**config.mk**
```make
export PLATFORM = sky130hd
export DESIGN_NAME = lane_deskew4
export DESIGN_NICKNAME = d
export VERILOG_FILES = /design/src/rtl/deskew_pkg.sv /design/src/rtl/deskew_lane_fifo.sv /design/src/rtl/deskew_align_ctrl.sv /design/src/rtl/lane_deskew4.sv
export SDC_FILE = /design/constraint.sdc
export NUM_CORES = 1
export LEC_CHECK = 0
export ABC_CLOCK_PERIOD_IN_PS = 8600
export BUFFER_PORTS_ARGS = -buffer_cell sky130_fd_sc_hd__buf_2
export CELL_PAD_IN_SITES_DETAIL_PLACEMENT = 0
export CELL_PAD_IN_SITES_GLOBAL_PLACEMENT = 1
export CORE_MARGIN = 4
export CORE_UTILIZATION = 40
export DETAILED_ROUTE_END_ITERATION = 16
export GPL_TIMING_DRIVEN = 1
export PLACE_DENSITY = 0.66
export SYNTH_ARGS = -nofsm -noshare
export SYNTH_HDL_FRONTEND = slang
export SYNTH_HIERARCHICAL = 1
export SYNTH_SLANG_ARGS = --single-unit
export TNS_END_PERCENT = 100
```
**constraint.sdc**
```tcl
create_clock -name clk_i -period 8.6 [get_ports clk_i]
set_input_delay 0.43 -clock clk_i [delete_from_list [all_inputs] [get_ports clk_i]]
set_output_delay 0.43 -clock clk_i [all_outputs]
set_load 0.01 [all_outputs]
```
**src/rtl/deskew_pkg.sv**
```systemverilog
package deskew_pkg;
  localparam logic [7:0] MARKER_BYTE = 8'h7C;

  typedef enum logic {
    ST_SEARCH,
    ST_ALIGNED
  } align_st_e;
endpackage

```
**src/rtl/deskew_lane_fifo.sv**
```systemverilog
module deskew_lane_fifo #(
  parameter int W     = 9,
  parameter int DEPTH = 8
) (
  input  logic         clk_i,
  input  logic         rst_ni,
  input  logic         flush_i,
  input  logic         wr_i,
  input  logic [W-1:0] wdata_i,
  input  logic         rd_i,
  output logic [W-1:0] rdata_o,
  output logic         empty_o,
  output logic         full_o
);
  localparam int AW = (DEPTH > 1) ? $clog2(DEPTH) : 1;
  localparam int CW = $clog2(DEPTH + 1);

  logic [W-1:0]  mem_q [DEPTH];
  logic [AW-1:0] wptr_q, rptr_q;
  logic [CW-1:0] cnt_q;
  logic          do_wr, do_rd;

  assign empty_o = (cnt_q == '0);
  assign full_o  = (cnt_q == CW'(DEPTH));
  assign do_wr   = wr_i && !full_o && !flush_i;
  assign do_rd   = rd_i && !empty_o && !flush_i;
  assign rdata_o = mem_q[rptr_q];

  function automatic logic [AW-1:0] bump(input logic [AW-1:0] p);
    return (p == AW'(DEPTH - 1)) ? '0 : p + 1'b1;
  endfunction

  always_ff @(posedge clk_i or negedge rst_ni) begin
    if (!rst_ni) begin
      wptr_q <= '0;
      rptr_q <= '0;
      cnt_q  <= '0;
    end else if (flush_i) begin
      wptr_q <= '0;
      rptr_q <= '0;
      cnt_q  <= '0;
    end else begin
      if (do_wr) wptr_q <= bump(wptr_q);
      if (do_rd) rptr_q <= bump(rptr_q);
      cnt_q <= cnt_q + CW'(do_wr) - CW'(do_rd);
    end
  end

  always_ff @(posedge clk_i) begin
    if (do_wr) mem_q[wptr_q] <= wdata_i;
  end
endmodule

```
**src/rtl/deskew_align_ctrl.sv**
```systemverilog
module deskew_align_ctrl
  import deskew_pkg::*;
#(
  parameter int NUM_LANES = 4,
  parameter int SKEW_MAX  = 4,
  localparam int TW       = $clog2(SKEW_MAX + 1)
) (
  input  logic                 clk_i,
  input  logic                 rst_ni,
  input  logic [NUM_LANES-1:0] mark_in_i,
  input  logic [NUM_LANES-1:0] head_mark_i,
  input  logic [NUM_LANES-1:0] nonempty_i,
  output logic [NUM_LANES-1:0] seen_o,
  output logic                 aligned_o,
  output logic                 flush_o,
  output logic                 pop_o,
  output logic [TW-1:0]        timer_o
);
  align_st_e            st_q;
  logic [NUM_LANES-1:0] seen_q;
  logic [TW-1:0]        timer_q;
  logic                 all_ne, partial_seen, mismatch, timeout;

  assign all_ne       = &nonempty_i;
  assign partial_seen = (|seen_q) && !(&seen_q);
  // marker on some heads but not all during a read
  assign mismatch     = (st_q == ST_ALIGNED) && all_ne && (|head_mark_i) && !(&head_mark_i);
  assign timeout      = (st_q == ST_SEARCH) && partial_seen && (timer_q == TW'(SKEW_MAX));

  assign flush_o   = mismatch || timeout;
  assign pop_o     = (st_q == ST_ALIGNED) && all_ne && !mismatch;
  assign aligned_o = (st_q == ST_ALIGNED);
  assign seen_o    = seen_q;
  assign timer_o   = timer_q;

  always_ff @(posedge clk_i or negedge rst_ni) begin
    if (!rst_ni) begin
      st_q    <= ST_SEARCH;
      seen_q  <= '0;
      timer_q <= '0;
    end else if (flush_o) begin
      st_q    <= ST_SEARCH;
      seen_q  <= '0;
      timer_q <= '0;
    end else if (st_q == ST_SEARCH) begin
      seen_q  <= seen_q | mark_in_i;
      timer_q <= partial_seen ? timer_q + 1'b1 : '0;
      if (&seen_q) st_q <= ST_ALIGNED;
    end
  end
endmodule

```
**src/rtl/lane_deskew4.sv**
```systemverilog
module lane_deskew4
  import deskew_pkg::*;
#(
  parameter int         NUM_LANES  = 4,
  parameter int         DATA_W     = 8,
  parameter int         FIFO_DEPTH = 8,
  parameter int         SKEW_MAX   = 4,
  parameter logic [7:0] ALIGN_CODE = MARKER_BYTE
) (
  input  logic                          clk_i,
  input  logic                          rst_ni,
  input  logic [NUM_LANES*DATA_W-1:0]   lane_data_i,
  input  logic [NUM_LANES-1:0]          lane_ctrl_i,
  input  logic [NUM_LANES-1:0]          lane_valid_i,
  output logic [NUM_LANES*DATA_W-1:0]   out_data_o,
  output logic [NUM_LANES-1:0]          out_ctrl_o,
  output logic                          out_valid_o,
  output logic                          align_status_o
);
  localparam int SYM_W = DATA_W + 1;
  localparam int TW    = $clog2(SKEW_MAX + 1);

  logic [NUM_LANES-1:0] mark_in, head_mark, nonempty, seen, wr, full;
  logic                 aligned, flush, pop;
  logic [TW-1:0]        skew_timer;

  deskew_align_ctrl #(
    .NUM_LANES(NUM_LANES),
    .SKEW_MAX (SKEW_MAX)
  ) u_ctrl (
    .clk_i      (clk_i),
    .rst_ni     (rst_ni),
    .mark_in_i  (mark_in),
    .head_mark_i(head_mark),
    .nonempty_i (nonempty),
    .seen_o     (seen),
    .aligned_o  (aligned),
    .flush_o    (flush),
    .pop_o      (pop),
    .timer_o    (skew_timer)
  );

  for (genvar g = 0; g < NUM_LANES; g++) begin : g_lane
    logic [DATA_W-1:0] in_byte, head_byte;
    logic              head_ctrl, empty;
    logic [SYM_W-1:0]  head_sym;

    assign in_byte    = lane_data_i[g*DATA_W +: DATA_W];
    assign mark_in[g] = lane_valid_i[g] && lane_ctrl_i[g] && (in_byte == DATA_W'(ALIGN_CODE));
    // pre-marker symbols are dropped while searching
    assign wr[g]      = lane_valid_i[g] && !flush && (aligned || seen[g] || mark_in[g]);

    deskew_lane_fifo #(
      .W    (SYM_W),
      .DEPTH(FIFO_DEPTH)
    ) u_fifo (
      .clk_i  (clk_i),
      .rst_ni (rst_ni),
      .flush_i(flush),
      .wr_i   (wr[g]),
      .wdata_i({lane_ctrl_i[g], in_byte}),
      .rd_i   (pop),
      .rdata_o(head_sym),
      .empty_o(empty),
      .full_o (full[g])
    );

    assign head_ctrl    = head_sym[DATA_W];
    assign head_byte    = head_sym[DATA_W-1:0];
    assign nonempty[g]  = !empty;
    assign head_mark[g] = nonempty[g] && head_ctrl && (head_byte == DATA_W'(ALIGN_CODE));
    assign out_data_o[g*DATA_W +: DATA_W] = pop ? head_byte : '0;
    assign out_ctrl_o[g] = pop && head_ctrl;
  end

  assign out_valid_o    = pop;
  assign align_status_o = aligned;
endmodule

```
### Word-level counts from Yosys, hierarchy flattened

Memories as Yosys holds them, arrays and structs flattened.
Cells that the tools add are included.

| word-level totals | value |
|---|---|
| flip-flop bits (word level) | 48 |
| latch bits | 0 |
| memory bits (writable) | 288 |
| ROM bits | 0 |
| bits of input ports | 42 |
| word-level logic and storage cells | 197 |
| memories | 4 |

Memory list:

| name | depth | width | read ports | clocked after memory_dff | wr ports | line | source |
|---|---|---|---|---|---|---|---|
| g_lane[0].u_fifo.mem_q | 8 | 9 | 1 | 0 | 1 | deskew_lane_fifo.sv:18 | `logic [W-1:0] mem_q [DEPTH];` |
| g_lane[1].u_fifo.mem_q | 8 | 9 | 1 | 0 | 1 | deskew_lane_fifo.sv:18 |  |
| g_lane[2].u_fifo.mem_q | 8 | 9 | 1 | 0 | 1 | deskew_lane_fifo.sv:18 |  |
| g_lane[3].u_fifo.mem_q | 8 | 9 | 1 | 0 | 1 | deskew_lane_fifo.sv:18 |  |

| cells by class | value |
|---|---|
| add/subtract/negate cells | 17 |
| multipliers | 0 |
| divide/modulo/power cells | 0 |
| magnitude comparators | 0 |
| eq/ne operators | 22 |
| shift-type cells | 0 |
| multiplexer cells | 48 |
| bitwise logic cells | 2 |
| reductions and logical operators | 89 |

Operators with widths:

| cell | count |
|---|---|
| $mux 3 | 27 |
| $eq 8x7->1 const B | 8 |
| $logic_and 1x1->1 | 51 |
| $mux 8 | 4 |
| $add 3x1->3 const B | 9 |
| $eq 3x3->1 const B | 9 |
| $mux 4 | 6 |
| $add 4x1->4 | 4 |
| $eq 4x4->1 const B | 4 |
| $logic_not 4->1 | 4 |
| $reduce_bool 2->1 | 8 |
| $sub 4x1->4 | 4 |
| $logic_not 1->1 | 12 |
| $reduce_and 4->1 | 3 |
| $mux 1 | 11 |
| $logic_or 1x1->1 | 9 |
| $reduce_or 4->1 | 2 |
| $or 4x4->4 | 1 |
| $ne 2x1->1 const B | 1 |
| $not 1->1 | 1 |

### Logic depth before layout (Yosys ltp)

| depth | value |
|---|---|
| word-level depth | 16 |
| mapped depth | 21 |
| depth with buffers taken out | 20 |

### Modules after synthesis

Netlist, hierarchy kept.

By module, submodules not included:

| module | instances | cells an instance | area each (um^2) | sequential area each (um^2) |
|---|---|---|---|---|
| deskew_lane_fifo (g_lane[1].u_fifo ...) | 3 | 180 | 3468.3 | 2412.3 |
| deskew_lane_fifo (g_lane[0].u_fifo) | 1 | 179 | 3467.1 | 2412.3 |
| lane_deskew4 | 1 | 81 | 535.5 | 0.0 |
| deskew_align_ctrl | 1 | 47 | 465.4 | 200.2 |

### Worst setup path after synthesis

No wires, ideal clock.

| path | value |
|---|---|
| path kind | register -> register |
| start | register g_lane[2].u_fifo.rptr_q[1] |
| end | memory g_lane[3].u_fifo.mem_q[0][0] (enable) |
| setup time | 399 ps |
| data arrival time | 4855 ps |
| data required time | 8201 ps |
| setup slack | 3346 ps |
| cell stages (with the launch flop) | 16 |
| period minus slack after synthesis | 5254 ps |
| path through | dfrtp_1 -> buf_6 -> buf_12 -> mux4_2 -> mux2_4 -> or4b_1 -> nor4b_2 -> and4_1 -> nor4_4 -> or2_1 -> nor3b_1 -> a41o_1 -> inv_1 -> or3_1 -> clkbuf_2 -> nor4_1 |

| between the ends | value |
|---|---|
| longest elaborated chain between the ends | 14 |
| elaborated cells on any way between the ends | 17 |

RTL lines:

| element | line | source |
|---|---|---|
| start, declared | deskew_lane_fifo.sv:19 | `logic [AW-1:0] wptr_q, rptr_q;` |
| start signal, assigned | deskew_lane_fifo.sv:44 | `if (do_rd) rptr_q <= bump(rptr_q);` |
| $mem_v2 8x9 * | n/a |  |
| net g_lane[2].head_sym[1] | lane_deskew4.sv:46 | `logic [SYM_W-1:0] head_sym;` |
| $eq 8x7->1 * | lane_deskew4.sv:71 | `assign head_mark[g] = nonempty[g] && head_ctrl && (head_byte == DATA_W'(ALIGN_CODE));` |
| $logic_and 1x1->1 * | lane_deskew4.sv:71 |  |
| net head_mark[2] | lane_deskew4.sv:23 | `logic [NUM_LANES-1:0] mark_in, head_mark, nonempty, seen, wr, full;` |
| $reduce_or 4->1 or $reduce_and 4->1 (tied branches) | deskew_align_ctrl.sv:27 | `assign mismatch = (st_q == ST_ALIGNED) && all_ne && (\|head_mark_i) && !(&head_mark_i);` |
| $logic_and 1x1->1 or $logic_not 1->1 (tied branches) | deskew_align_ctrl.sv:27 |  |
| $logic_and 1x1->1 * | deskew_align_ctrl.sv:27 |  |
| $logic_or 1x1->1 * | deskew_align_ctrl.sv:30 | `assign flush_o = mismatch \|\| timeout;` |
| net flush | lane_deskew4.sv:24 | `logic aligned, flush, pop;` |
| $logic_not 1->1 * | lane_deskew4.sv:51 | `assign wr[g] = lane_valid_i[g] && !flush && (aligned \|\| seen[g] \|\| mark_in[g]);` |
| $logic_and 1x1->1 * (2 in a row) | lane_deskew4.sv:51 |  |
| net wr[3] | lane_deskew4.sv:23 |  |
| $logic_and 1x1->1 * (2 in a row) | deskew_lane_fifo.sv:25 | `assign do_wr = wr_i && !full_o && !flush_i;` |
| $mux 1 * | deskew_lane_fifo.sv:50 | `if (do_wr) mem_q[wptr_q] <= wdata_i;` |
| $mux 1 (implied by the code) * | deskew_lane_fifo.sv:50 |  |
| end, declared | deskew_lane_fifo.sv:18 |  |

Mark *: on every way through the listed nets, which the timed path passes. The rest lies on a longest branch.

### Worst setup path in the final report

| path | value |
|---|---|
| start | register g_lane[2].u_fifo.rptr_q[1] |
| end | memory g_lane[0].u_fifo.mem_q[2][4] (enable) |

| between the ends | value |
|---|---|
| longest elaborated chain between the ends | 14 |
| elaborated cells on any way between the ends | 17 |

RTL lines:

| element | line |
|---|---|
| $mem_v2 8x9 * | n/a |
| net g_lane[2].head_sym[1] | lane_deskew4.sv:46 |
| $eq 8x7->1 * | lane_deskew4.sv:71 |
| $logic_and 1x1->1 * | lane_deskew4.sv:71 |
| net head_mark[2] | lane_deskew4.sv:23 |
| $reduce_or 4->1 or $reduce_and 4->1 (tied branches) | deskew_align_ctrl.sv:27 |
| $logic_and 1x1->1 or $logic_not 1->1 (tied branches) | deskew_align_ctrl.sv:27 |
| $logic_and 1x1->1 * | deskew_align_ctrl.sv:27 |
| $logic_or 1x1->1 * | deskew_align_ctrl.sv:30 |
| net flush | lane_deskew4.sv:24 |
| $logic_not 1->1 * | lane_deskew4.sv:51 |
| $logic_and 1x1->1 * (2 in a row) | lane_deskew4.sv:51 |
| net wr[0] | lane_deskew4.sv:23 |
| $logic_and 1x1->1 * (2 in a row) | deskew_lane_fifo.sv:25 |
| $mux 1 * | deskew_lane_fifo.sv:50 |
| $mux 1 (implied by the code) * | deskew_lane_fifo.sv:50 |
| end, declared | deskew_lane_fifo.sv:18 |

Marks and branches as above.

==> results by group <==
Timing
  • Fin crit period: 6.42 ns
  • Worst-Margin Slew: 1.18 ns
  • RSZ-0062 raised after global routing: no
  • Clk_skew: 0.0206 ns
  • Final hold vios: 0
  • Setup TNS: 0 ns
  • Tcrit/Tclk final: 74.6%
  • FMAX: 156 MHz
  • Final setup violation count: 0
  • Fin. max-slew vios: 0
  • Max-Slew Margin vs Limit: 20.9%

Setup path
  • R2r setup slk: 2.18 ns
  • R2R Path End: g_lane[0].u_fifo/mem_q[2][4]$_DFFE_PP_
  • Worst Setup EP: g_lane[0].u_fifo/mem_q[2][4]$_DFFE_PP_
  • Setup CP Type: reg2reg
  • Arr. time, crit path: 6.56 ns
  • Worst EP required: 8.74 ns
  • Critical R2R Launch: g_lane[2].u_fifo/rptr_q[1]$_DFFE_PN0P_
  • Startpoint Class: flop
  • Crit path from: g_lane[2].u_fifo/rptr_q[1]$_DFFE_PN0P_
  • Critical path peak fanout: 39
  • Worst setup EP type: flop
  • Reg2reg path depth: 12

Die
  • Die extent in x: 201 µm
  • Core ar.: 0.0366 mm²
  • DIE AREA: 0.0403 mm²
  • Die Height: 201 µm
  • Std-Cell Rows: 70
  • IO Pins: 80
  • Initial core utilization: 40.6%

Pwr
  • Static leakage: 0.00609 µW
  • PD cells: 217 mW/mm²
  • Maximum vdd drop: 0.147 mV

Yosys
  • Avg Inst Size Synth: 17.6 µm²
  • Synth cell types: 50
  • Yosys reg bits: 336
  • Mapped Area: 0.0149 mm²
  • Syn_nets: 934
  • Sequential element share of the synthesized area: 66.2%
  • Post-synthesis cell count: 847
  • Ys Warns: 6

Clocking
  • CTS tree: built
  • CTS H-tree lvls: 2
  • Clock Tree Buf Depth: 3
  • TritonCTS buffer count: 37
  • CTS Hold Bufs: 0
  • Setup bufs post-CTS: 0
  • Post-CTS sizing: 0
  • Clock Pin Slew Worst Setup and Hold Paths: 0.06 ns
  • CTS Root Cell: clkbuf_16
  • Clock latency on the worst-skew pair: 0.52 ns
  • CTS Sinks: 336

Drt
  • Iteration-0 DRC Markers: 409
  • Via Count: 7681
  • WL/cell: 20.5 µm
  • Drt first pass iters: 5
  • Via density: 5.29
  • Routed Antenna Nets: 0
  • Drt total wl: 29700 µm
  • DRC: 0

Finish
  • Seq. cell area: 0.00985 mm²
  • Layout fillers: 3122
  • Layout cell share with drive strength beyond 1: 24.8%
  • Synth-to-layout area growth: 13.9%
  • Design area: 0.0169 mm²
  • Multi-input logic area: 0.00465 mm²
  • NumNets Final: 1045

Placed design
  • Final GP Congestion: 0.747
  • Port buffer count: 79
  • HPWL after DPL: 19200 µm
  • Post-Place Cell Area: 0.0158 mm²

Global routing
  • Overall routing resource usage: 14.6%
  • Global-route wire length before repair: 46300 µm
  • Vias in the first global route: 7818
  • Largest net degree at the start of global routing: 49
  • Initial antenna violation count: 1
  • GRT overflow: 0

Job
  • Max_cap viols: 0

Worst hold path
  • Min-Delay Path Class: in2async

Outcome
  • Outcome: finished clean
[worst max-delay path, stage by stage (launching register included)]
cell and delay (ns):
dfrtp_1 1.03, mux4_1 0.64, mux2_4 0.28, or4b_1 0.54
nor4b_2 0.47, and4_1 0.32, nor4_4 0.10, or2_2 0.61
buf_4 0.34, a21oi_1 0.27, inv_1 0.14, or4_1 0.62
nor2_1 0.69
[per-stage QoR]
stage                     worst slack (ns)  utilization (%)  instances  power (µW)  hold slack, ns
final                                 2.18             46.3       1452        3680          0.0320
after global routing                  1.73             46.3       1452        3860          0.0893
after CTS                             2.06             46.3       1451        3720          0.0461
after global placement                2.20             43.2       1387        2250           0.573
after floorplan                       3.35                -        847        2150           0.134
after detailed placement              2.07             43.2       1387        2250           0.582
[placed cells by master, fill, tap and decap left out, drive strengths merged, types with 12 or more instances in the layout]
master and n:
nor3 23, edfxtp 288, ha 41, clkinv 15
nand4 12, buf 103, nor2 29, mux4 72
clkbuf 45, nor2b 12, inv 45, dfrtp 48
and2 37, nand3 15, a21oi 37, mux2 37
nand2b 13, o21ai 25
[area by class of cell]
| type | instances | share of cell area (%) |
|---|---|---|
| Antenna cell | 1 | 0.0148 |
| Clock buffer | 45 | 5.64 |
| Clock inverter | 19 | 0.894 |
| Inverter | 45 | 0.997 |
| Multi-Input combinational cell | 435 | 27.4 |
| Sequential cell | 336 | 58.2 |
| Tap cell | 468 | 3.46 |
| Timing Repair Buffer | 103 | 3.40 |
[cells in the mapped netlist, drive strengths merged]
cell     count  area, µm²
a211oi       1       12.5
a21oi       37        185
a31o         4       35.0
a31oi        1       6.26
a41o         1       10.0
a41oi        2       17.5
and2        37        234
and4         3       28.8
and4b        3       30.0
buf         15        166
clkbuf      16       63.8
dfrtp       48       1200
edfxtp     288       8650
fa           4       80.1
ha          41        513
inv         45        169
mux2        37        529
mux2i        1       10.0
mux4        72       1780
nand2        7       26.3
nand2b      13       81.3
nand3       15       75.1
nand4       12       75.1
nand4b       9       78.8
nand4bb      1       11.3
nor2        29        109
nor2b       12       75.1
nor3        23        115
nor3b        4       30.0
nor4         7       58.8
nor4b        2       30.0
nor4bb       3       30.0
o21ai       25        125
or2          1       6.26
or2b         1       7.51
or3          5       31.3
or3b         7       61.3
or4          9       71.3
or4b         2       20.0
xnor2        4       35.0
[cell families (layout without fill, tap and decap cells)]
| kind of cell | Yosys count | count (layout) | synth area share [%] |
|---|---|---|---|
| AND/OR/NAND/NOR | 205 | 205 | 8.65 |
| flip-flops | 336 | 336 | 66.2 |
| other | 0 | 1 | 0 |
| adder cells (fa/ha/maj) | 45 | 45 | 3.99 |
| multiplexers | 110 | 110 | 15.6 |
| XOR/XNOR | 4 | 4 | 0.236 |
| buffers and inverters | 76 | 212 | 2.68 |
| AO/OA/AOI/OAI | 71 | 71 | 2.63 |
[where the power goes]
group | internal, µW | switching (µW) | total (µW)
combinational | 153 | 178 | 331
sequential | 1830 | 55.7 | 1890
clock | 851 | 606 | 1460
[how the worst min path moves through the flow]
stage                                        startpoint                                      to  slack, ns
after floorplan                                  rst_ni     g_lane[0].u_fifo/cnt_q[0]$_DFF_PN0_       0.13
after global placement    u_ctrl/timer_o[0]$_DFFE_PN0P_           u_ctrl/timer_o[0]$_DFFE_PN0P_       0.57
after detailed placement  u_ctrl/timer_o[0]$_DFFE_PN0P_           u_ctrl/timer_o[0]$_DFFE_PN0P_       0.58
after CTS                                        rst_ni  g_lane[0].u_fifo/wptr_q[1]$_DFFE_PN0P_       0.05
after global routing                             rst_ni  g_lane[0].u_fifo/wptr_q[1]$_DFFE_PN0P_       0.09
final                                            rst_ni  g_lane[0].u_fifo/wptr_q[1]$_DFFE_PN0P_       0.03
[flip-flops by register name (all words and copies together), names as in the netlist]
signal                cells
g_lane.u_fifo/mem_q     288
g_lane.u_fifo/cnt_q      16
u_ctrl/aligned_o          1
g_lane.u_fifo/wptr_q     12
u_ctrl/timer_o            3
g_lane.u_fifo/rptr_q     12
u_ctrl/seen_o             4
[per-layer routing]
layer  global-route usage, %  up-vias  routed length (µm)
met4                    4.08        0                 627
li1                        -     3608                   -
met3                    2.37       42                 978
met2                    24.3      123               14700
met1                    20.1     3908               13400
met5                       0        -                   0
Note: power is estimated with default switching activity, not from simulation.
